==> config.mk <==
export PLATFORM = sky130hd
export DESIGN_NAME = reset_sequencer
export DESIGN_NICKNAME = d
export VERILOG_FILES = /design/src/rtl/rstseq_pkg.sv /design/src/rtl/rstseq_filt.sv /design/src/rtl/rstseq_hold.sv /design/src/rtl/reset_sequencer.sv
export SDC_FILE = /design/constraint.sdc
export NUM_CORES = 1
export LEC_CHECK = 0
export ABC_AREA = 1
export BUFFER_PORTS_ARGS = -buffer_cell sky130_fd_sc_hd__buf_4
export CAP_MARGIN = 20
export CORE_UTILIZATION = 40
export CTS_CLUSTER_SIZE = 8
export DETAILED_ROUTE_END_ITERATION = 12
export HOLD_SLACK_MARGIN = 0.1
export PLACE_DENSITY = 0.57
export SYNTH_ARGS = -nofsm -noshare
export SYNTH_HDL_FRONTEND = slang
export SYNTH_HIERARCHICAL = 1
export SYNTH_SLANG_ARGS = --single-unit
==> constraint.sdc <==
create_clock -name clk -period 2.3 [get_ports clk]
set_clock_uncertainty 0.1 [all_clocks]
set_input_delay 0.115 -clock clk [delete_from_list [all_inputs] [get_ports clk]]
set_output_delay 0.115 -clock clk [all_outputs]
set_load 0.01 [all_outputs]
==> src/rtl/rstseq_pkg.sv <==
package rstseq_pkg;
    typedef enum logic [2:0] {
        SQ_RUN,
        SQ_ACTIVE,
        SQ_RELEASE,
        SQ_DELAY,
        SQ_FETCH
    } seq_state_e;
endpackage

==> src/rtl/rstseq_filt.sv <==
// Two-flop synchroniser followed by a run-length qualifier:
// hit is high once the synchronised level has been active for HITS samples.
module rstseq_filt #(
    parameter int unsigned HITS = 4
) (
    input  logic clk,
    input  logic arst_n,
    input  logic raw_act,
    output logic act_s,
    output logic hit
);
    localparam int unsigned CW = $clog2(HITS + 1);

    logic          s1, s2;
    logic [CW-1:0] run;

    always_ff @(posedge clk or negedge arst_n) begin
        if (!arst_n) begin
            s1  <= 1'b0;
            s2  <= 1'b0;
            run <= '0;
        end else begin
            s1 <= raw_act;
            s2 <= s1;
            if (!s2) begin
                run <= '0;
            end else if (run != CW'(HITS)) begin
                run <= run + 1'b1;
            end
        end
    end

    assign act_s = s2;
    assign hit   = (run == CW'(HITS));
endmodule

==> src/rtl/rstseq_hold.sv <==
// Asynchronous set, two-stage synchronous release.
module rstseq_hold (
    input  logic clk,
    input  logic arst_n,
    output logic hold
);
    logic h1, h2;

    always_ff @(posedge clk or negedge arst_n) begin
        if (!arst_n) begin
            h1 <= 1'b1;
            h2 <= 1'b1;
        end else begin
            h1 <= 1'b0;
            h2 <= h1;
        end
    end

    assign hold = h2;
endmodule

==> src/rtl/reset_sequencer.sv <==
module reset_sequencer
    import rstseq_pkg::*;
#(
    parameter int unsigned MIN_IN    = 4,
    parameter int unsigned MIN_OUT   = 16,
    parameter int unsigned LVD_FILT  = 8,
    parameter int unsigned DLY_SHORT = 256,
    parameter int unsigned DLY_LONG  = 4096
) (
    input  logic clk,
    input  logic por_n,
    input  logic ext_rst_n,
    input  logic lvd_low,
    input  logic long_delay,
    input  logic flag_clr,
    output logic core_rst,
    output logic fetch_vec,
    output logic pin_pull,
    output logic flag_pin,
    output logic flag_lvd
);
    localparam int unsigned DMAX = (DLY_LONG > DLY_SHORT) ? DLY_LONG : DLY_SHORT;
    localparam int unsigned CMAX = (DMAX > MIN_OUT) ? DMAX : MIN_OUT;
    localparam int unsigned CW   = $clog2(CMAX + 1);

    seq_state_e    state, state_n;
    logic [CW-1:0] cnt, cnt_n;
    logic          pin_act_s, pin_hit, lvd_act_s, lvd_hit;
    logic          hold, hold_arst_n, seq_rst, any_hit, entering;
    logic [CW-1:0] dly_last;

    // Source qualifiers
    rstseq_filt #(.HITS(MIN_IN)) u_pin_filt (
        .clk(clk), .arst_n(por_n), .raw_act(~ext_rst_n),
        .act_s(pin_act_s), .hit(pin_hit)
    );

    rstseq_filt #(.HITS(LVD_FILT)) u_lvd_filt (
        .clk(clk), .arst_n(por_n), .raw_act(lvd_low),
        .act_s(lvd_act_s), .hit(lvd_hit)
    );

    // Clock-independent entry path from the pin
    assign hold_arst_n = ext_rst_n & por_n;

    rstseq_hold u_hold (
        .clk(clk), .arst_n(hold_arst_n), .hold(hold)
    );

    assign any_hit  = pin_hit | lvd_hit;
    assign dly_last = long_delay ? CW'(DLY_LONG - 1) : CW'(DLY_SHORT - 1);

    // Next state and phase counter
    always_comb begin
        state_n = state;
        unique case (state)
            SQ_RUN: begin
                if (any_hit) state_n = SQ_ACTIVE;
            end
            SQ_ACTIVE: begin
                if (cnt == CW'(MIN_OUT - 1) && !lvd_hit) state_n = SQ_RELEASE;
            end
            SQ_RELEASE: begin
                if (lvd_hit)                       state_n = SQ_ACTIVE;
                else if (!pin_act_s && !lvd_act_s) state_n = SQ_DELAY;
            end
            SQ_DELAY: begin
                if (any_hit)              state_n = SQ_ACTIVE;
                else if (cnt == dly_last) state_n = SQ_FETCH;
            end
            SQ_FETCH: begin
                state_n = any_hit ? SQ_ACTIVE : SQ_RUN;
            end
            default: state_n = SQ_ACTIVE;
        endcase

        if (state_n != state) begin
            cnt_n = '0;
        end else if (state == SQ_ACTIVE && cnt != CW'(MIN_OUT - 1)) begin
            cnt_n = cnt + 1'b1;
        end else if (state == SQ_DELAY) begin
            cnt_n = cnt + 1'b1;
        end else begin
            cnt_n = cnt;
        end
    end

    assign entering = (state_n == SQ_ACTIVE) && (state != SQ_ACTIVE);

    // State register
    always_ff @(posedge clk or negedge por_n) begin
        if (!por_n) begin
            state <= SQ_ACTIVE;
            cnt   <= '0;
        end else begin
            state <= state_n;
            cnt   <= cnt_n;
        end
    end

    // Registered outputs, decoded from the next state
    always_ff @(posedge clk or negedge por_n) begin
        if (!por_n) begin
            seq_rst   <= 1'b1;
            pin_pull  <= 1'b1;
            fetch_vec <= 1'b0;
            flag_pin  <= 1'b0;
            flag_lvd  <= 1'b0;
        end else begin
            seq_rst   <= (state_n != SQ_RUN) && (state_n != SQ_FETCH);
            pin_pull  <= (state_n == SQ_ACTIVE);
            fetch_vec <= (state_n == SQ_FETCH);
            if (entering) begin
                flag_lvd <= lvd_hit;
                flag_pin <= ~lvd_hit;
            end else if (flag_clr) begin
                flag_lvd <= 1'b0;
                flag_pin <= 1'b0;
            end
        end
    end

    assign core_rst = seq_rst | hold;
endmodule

# Word-level counts from Yosys, hierarchy flattened
# Index checks and enable logic that the tools add are counted.
# Widths: inputs -> output; s select.
dict set report word_totals {
  ff_bits 34
  output_inout_bits 5
}
dict set report classes {
  bitwise_logic 5
  reduce_logical 12
  mux 19
  eq_ne 18
  addsub 3
}
# op count
set ops {}
lappend ops {{$mux 13} 3}
lappend ops {{$mux 3} 8}
lappend ops {{$pmux 3 s5} 1}
lappend ops {{$add 13x1->13 const B} 1}
lappend ops {{$eq 13x12->1} 1}
lappend ops {{$eq 13x4->1 const B} 1}
lappend ops {{$ne 13x4->1 const B} 1}
lappend ops {{$mux 12} 1}
lappend ops {{$eq 3x3->1 const B} 3}
lappend ops {{$mux 4} 2}
lappend ops {{$eq 3x1->1 const B} 2}
lappend ops {{$eq 3x2->1 const B} 2}
lappend ops {{$ne 3x3->1 const B} 2}
lappend ops {{$reduce_bool 3->1} 2}
lappend ops {{$logic_and 1x1->1} 5}
lappend ops {{$add 4x1->4 const B} 1}
lappend ops {{$eq 4x4->1 const B} 1}
lappend ops {{$mux 1} 4}
lappend ops {{$ne 2x2->1 const B} 2}
lappend ops {{$ne 4x4->1 const B} 1}
lappend ops {{$add 3x1->3 const B} 1}
lappend ops {{$logic_not 1->1} 3}
lappend ops {{$logic_not 3->1} 1}
lappend ops {{$ne 3x1->1 const B} 1}
lappend ops {{5 further kinds} 7}

# Longest topological paths before layout
dict set report logic_depth {
  ltp_word 8
  mapped_depth 14
}

# Cells and area by module
# Netlist, hierarchy kept.
# module instances seq_area_each_um2 cells_per_inst area_per_inst_um2
set modules_own_cells {}
lappend modules_own_cells {reset_sequencer 1 529.3 200 1446.4}
lappend modules_own_cells {{rstseq_filt at u_lvd_filt} 1 150.1 31 272.8}
lappend modules_own_cells {{rstseq_filt at u_pin_filt} 1 125.1 21 214.0}
lappend modules_own_cells {rstseq_hold 1 52.6 3 56.3}

# Worst setup path after synthesis
# No wires, ideal clock.
dict set report synth_timing {
  kind {register to register}
  start {register u_lvd_filt.run[0]}
  end {register cnt[10]}
  n_path_buf 1
  t_arrival_ns 1.672
  setup_ns 0.120
  required_time_ns 2.080
  path_slack_ns 0.409
  path_stages_with_launch 13
  cell_sequence {dfrtp_1 inv_1 ha_1 nand2_1 nor2_2 nor2_1 o31ai_1 nand2_1 nand2_2 nand2_2 nand3_2 buf_6 nor3_2}
}
dict set report synth_via {
  elab_chain_len 7
  word_cells_on_any_way 13
  cone_classes {eq/ne: 2; mux: 7; bitwise: 1; reduce/logical: 3}
}
# item line
set synth_lines {}
lappend synth_lines {{start: declaration} rstseq_filt.sv:15} ;# logic [CW-1:0] run;
lappend synth_lines {{start signal: assignment} rstseq_filt.sv:28} ;# run <= run + 1'b1;
lappend synth_lines {{$eq 4x4->1 (*)} rstseq_filt.sv:34} ;# assign hit = (run == CW'(HITS));
lappend synth_lines {{net lvd_hit} reset_sequencer.sv:28} ;# logic pin_act_s, pin_hit, lvd_act_s, lvd_hit;
lappend synth_lines {{$logic_not 1->1} reset_sequencer.sv:61} ;# if (cnt == CW'(MIN_OUT - 1) && !lvd_hit) state_n = SQ_RELEASE;
lappend synth_lines {{$logic_and 1x1->1} reset_sequencer.sv:61}
lappend synth_lines {{$mux 3} reset_sequencer.sv:61}
lappend synth_lines {{$pmux 3 s5 (*)} reset_sequencer.sv:56} ;# unique case (state)
lappend synth_lines {{net state_n[0]} reset_sequencer.sv:26} ;# seq_state_e state, state_n;
lappend synth_lines {{$ne 3x3->1 (*)} reset_sequencer.sv:77} ;# if (state_n != state) begin
lappend synth_lines {{$reduce_bool 3->1 (no line) or $mux 13 (tied branches)} n/a}
lappend synth_lines {{end signal: assignment} reset_sequencer.sv:97} ;# cnt <= cnt_n;
lappend synth_lines {{end: declaration} reset_sequencer.sv:27} ;# logic [CW-1:0] cnt, cnt_n;
# Mark *: on every way through the listed nets, which the timed path passes. The rest lies on a longest branch.
# A chain may end at the register's enable or synchronous reset.

# Final worst setup path
dict set report layout_timing {
  start {register u_lvd_filt.run[0]}
  end {register cnt[1]}
}
# Same word-level chain as after synthesis.

==> impl_metrics.yaml <==
outcome:
  status: "completed"
synthesis:
  ys_ff_latch: 34
  seq_area_frac_synth: 0.431
  yosysWarnings: 6
  synth_fp_nets: 266
  synth.cell_area_mm2: 0.00199
  synth.distinct_cells: 28
  synth_cells: 255
  synth_area_per_cell_um2: 7.80
sta:
  rsz0062_at_grt: "no"
  drv_slew: 0
  finalSetupTns_ns: 0
  period_share: 0.929
  setup_viol_count_final: 0
  hold_ws_ns: 0.191
  finalHoldViolCount: 0
  layout_min_cycle_time_ns: 2.14
  fmax_mhz: 468
hold_path:
  hold_path.class: "primary input to flop"
power_and_ir_drop:
  leakage_nw: 1.13
  powerDensity_mw_per_mm2: 881
  power_mw: 2.04
  ir_drop_mv: 0.592
floorplanning:
  io_pins: 11
  die_h_um: 72.5
  dieArea_mm2: 0.00526
  row_count: 25
  start_util: 0.418
  dieWidth_um: 72.5
  core_area_mm2: 0.00475
layout:
  n_antenna_cell: 0
  nNetsFinal: 285
  fin_area_mm2: 0.00231
  area_delta_synth_final_pct: 16.4
  instances_no_fill: 342
  nFillCells: 482
  layout-drive-gt1-share: 0.189
critical_path:
  cp.required_ns: 2.39
  cp-end-kind: "flop"
  path_max_fanout: 7
  critPathLaunchType: "flop"
  path_class: "flop to flop"
  cp_data_arrival_time_ns: 2.23
placement:
  placed_area_mm2: 0.00213
  place_inst: 329
  portBuffers: 10
  hpwl_um: 2670
  place_congestion: 0.842
routing:
  via_count: 1624
  drt_iter0_markers: 77
  dr.pass1.iters: 4
  ant_nets: 0
  detail_route.vias_per_cell: 4.75
  drc: 0
  wl_per_cell_um: 11.5
  wirelength_um: 3920
global_route:
  overflow: 0
  antenna_found_initial: 0
  grt_max_degree: 34
  grt_pass1_vias: 1456
  grt.total_usage: 0.158
  grt_first_pass_wirelength_um: 6380
cts:
  cts_tree: "built"
  cts_root_buf: "clkbuf_8"
  cts_made_buffers: 5
  clock_latency_ns: 0.28
  path_clk_slew_ns: 0.07
  cts_buffer_depth: 2
  clock-sinks: 34
  htree_levels: 2
run:
  maxCapViolCount: 0
[sequential cells by signal (all words and copies together), names as in the netlist, 3 cells and up]
register        cells
state               3
u_lvd_filt/run      4
cnt                13
u_pin_filt/run      3
[cells in the mapped netlist]
| cell | count | share of area |
|---|---|---|
| nand3_4 | 1 | 0.0088 |
| xnor2_1 | 1 | 0.0044 |
| nand3_2 | 1 | 0.0050 |
| nand2_2 | 6 | 0.019 |
| nand3_1 | 34 | 0.086 |
| nor3_4 | 1 | 0.0082 |
| nor3_2 | 11 | 0.055 |
| o21ai_0 | 4 | 0.010 |
| nand3b_1 | 1 | 0.0038 |
| conb_1 | 1 | 0.0019 |
| a21oi_2 | 2 | 0.0088 |
| nor2_4 | 1 | 0.0057 |
| dfrtp_1 | 29 | 0.36 |
| nor3_1 | 7 | 0.018 |
| inv_2 | 1 | 0.0019 |
| and3_1 | 1 | 0.0031 |
| nand4_1 | 6 | 0.019 |
| inv_1 | 39 | 0.074 |
| nor4_1 | 1 | 0.0031 |
| nor2_2 | 1 | 0.0031 |
| nor2_1 | 19 | 0.036 |
| nand2_1 | 70 | 0.13 |
| or2_2 | 1 | 0.0031 |
| buf_6 | 4 | 0.023 |
| dfstp_2 | 5 | 0.066 |
| ha_1 | 5 | 0.031 |
| buf_2 | 1 | 0.0025 |
| o31ai_1 | 1 | 0.0038 |
[where the power goes]
part           leakage, nW  switching (mW)  internal [mW]
Combinational        0.629           0.477          0.227
Clock               0.0585           0.218          0.353
Sequential           0.440          0.0688          0.694
Total                 1.13           0.764           1.27
[final timing paths]
kind                                          startpoint                    endpoint  slack (ns)  cells past startpoint
min reg2reg                      u_pin_filt/s1$_DFF_PN0_  u_pin_filt/act_s$_DFF_PN0_        0.25                      0
max in group asynchronous                          por_n       u_hold/hold$_DFF_PN1_        1.39                      4
max                        u_lvd_filt/run[0]$_DFFE_PN0P_          cnt[1]$_DFFE_PN0P_        0.16                     13
max reg2reg                u_lvd_filt/run[0]$_DFFE_PN0P_          cnt[1]$_DFFE_PN0P_        0.16                     13
min in group asynchronous                          por_n          cnt[9]$_DFFE_PN0P_        0.22                      2
min                                           long_delay          state[2]$_DFF_PN0_        0.19                      5
[metal layers]
layer,vias up,GRT usage,routed length [um]
met5,-,0,0
met4,0,0.0588,42
met3,4,0.0333,102
met2,22,0.246,1880
met1,754,0.218,1900
li1,844,-,-
[critical path, stage by stage, from the launching register on]
cell     delay (ns)
dfrtp_1        0.39
inv_1          0.07
ha_1           0.21
nand2_1        0.11
nor2_4         0.07
inv_1          0.12
o21ai_0        0.10
nand2_1        0.08
nand3_1        0.07
a21oi_2        0.14
nand2_2        0.11
nand2_2        0.14
nand3_4        0.15
nor3_1         0.19
[layout make-up]
type	count	area, um^2	share of cell area
inverter	40	150	0.0649
tap	67	83.8	0.0362
sequential	34	857	0.370
multi-input combinational	177	965	0.417
timing repair buffer	16	143	0.0616
clock buffer	7	86.3	0.0373
clock inverter	1	30.0	0.0130
[timing repair]
action | CTS | global route
setup endpoints to repair | 1 | 13
gates resized for setup | 1 | 3
hold buffers | 4 | 0
gates cloned | 0 | 1
setup buffers | 0 | 0
endpoints found under the hold margin | 38 | 0
[through the flow]
stage / util / worst slack, ns
finish: 0.487 / 0.163
global route: 0.487 / 0.00137
CTS: 0.482 / 0.108
detailed placement: 0.447 / -0.0323
global placement: 0.447 / 0.0697
floorplan: - / 0.409
[cells by family (layout without fill, tap and decap cells)]
kind of cell / count (synthesis) / count (layout) / share of synthesized area
simple gates: 162 / 163 / 0.408
buf+inv: 45 / 64 / 0.101
flops: 34 / 34 / 0.431
compound gates: 7 / 7 / 0.0226
fa+ha+maj: 5 / 5 / 0.0314
other cells: 1 / 1 / 0.00188
xor+xnor: 1 / 1 / 0.00440
[placed cells by master (no fill, tap or decap), drive strengths merged]
cell type	Yosys	routed
nand2	76	76
inv	40	40
nand3	36	37
dfrtp	29	29
nor2	21	21
nor3	19	19
buf	5	12
clkbuf	0	7
nand4	6	6
ha	5	5
dfstp	5	5
o21ai	4	4
dlygate4sd3	0	4
a21oi	2	2
nand3b	1	1
o31ai	1	1
or2	1	1
and3	1	1
nor4	1	1
xnor2	1	1
bufinv	0	1
conb	1	1
(Power assumes the default switching activity.)
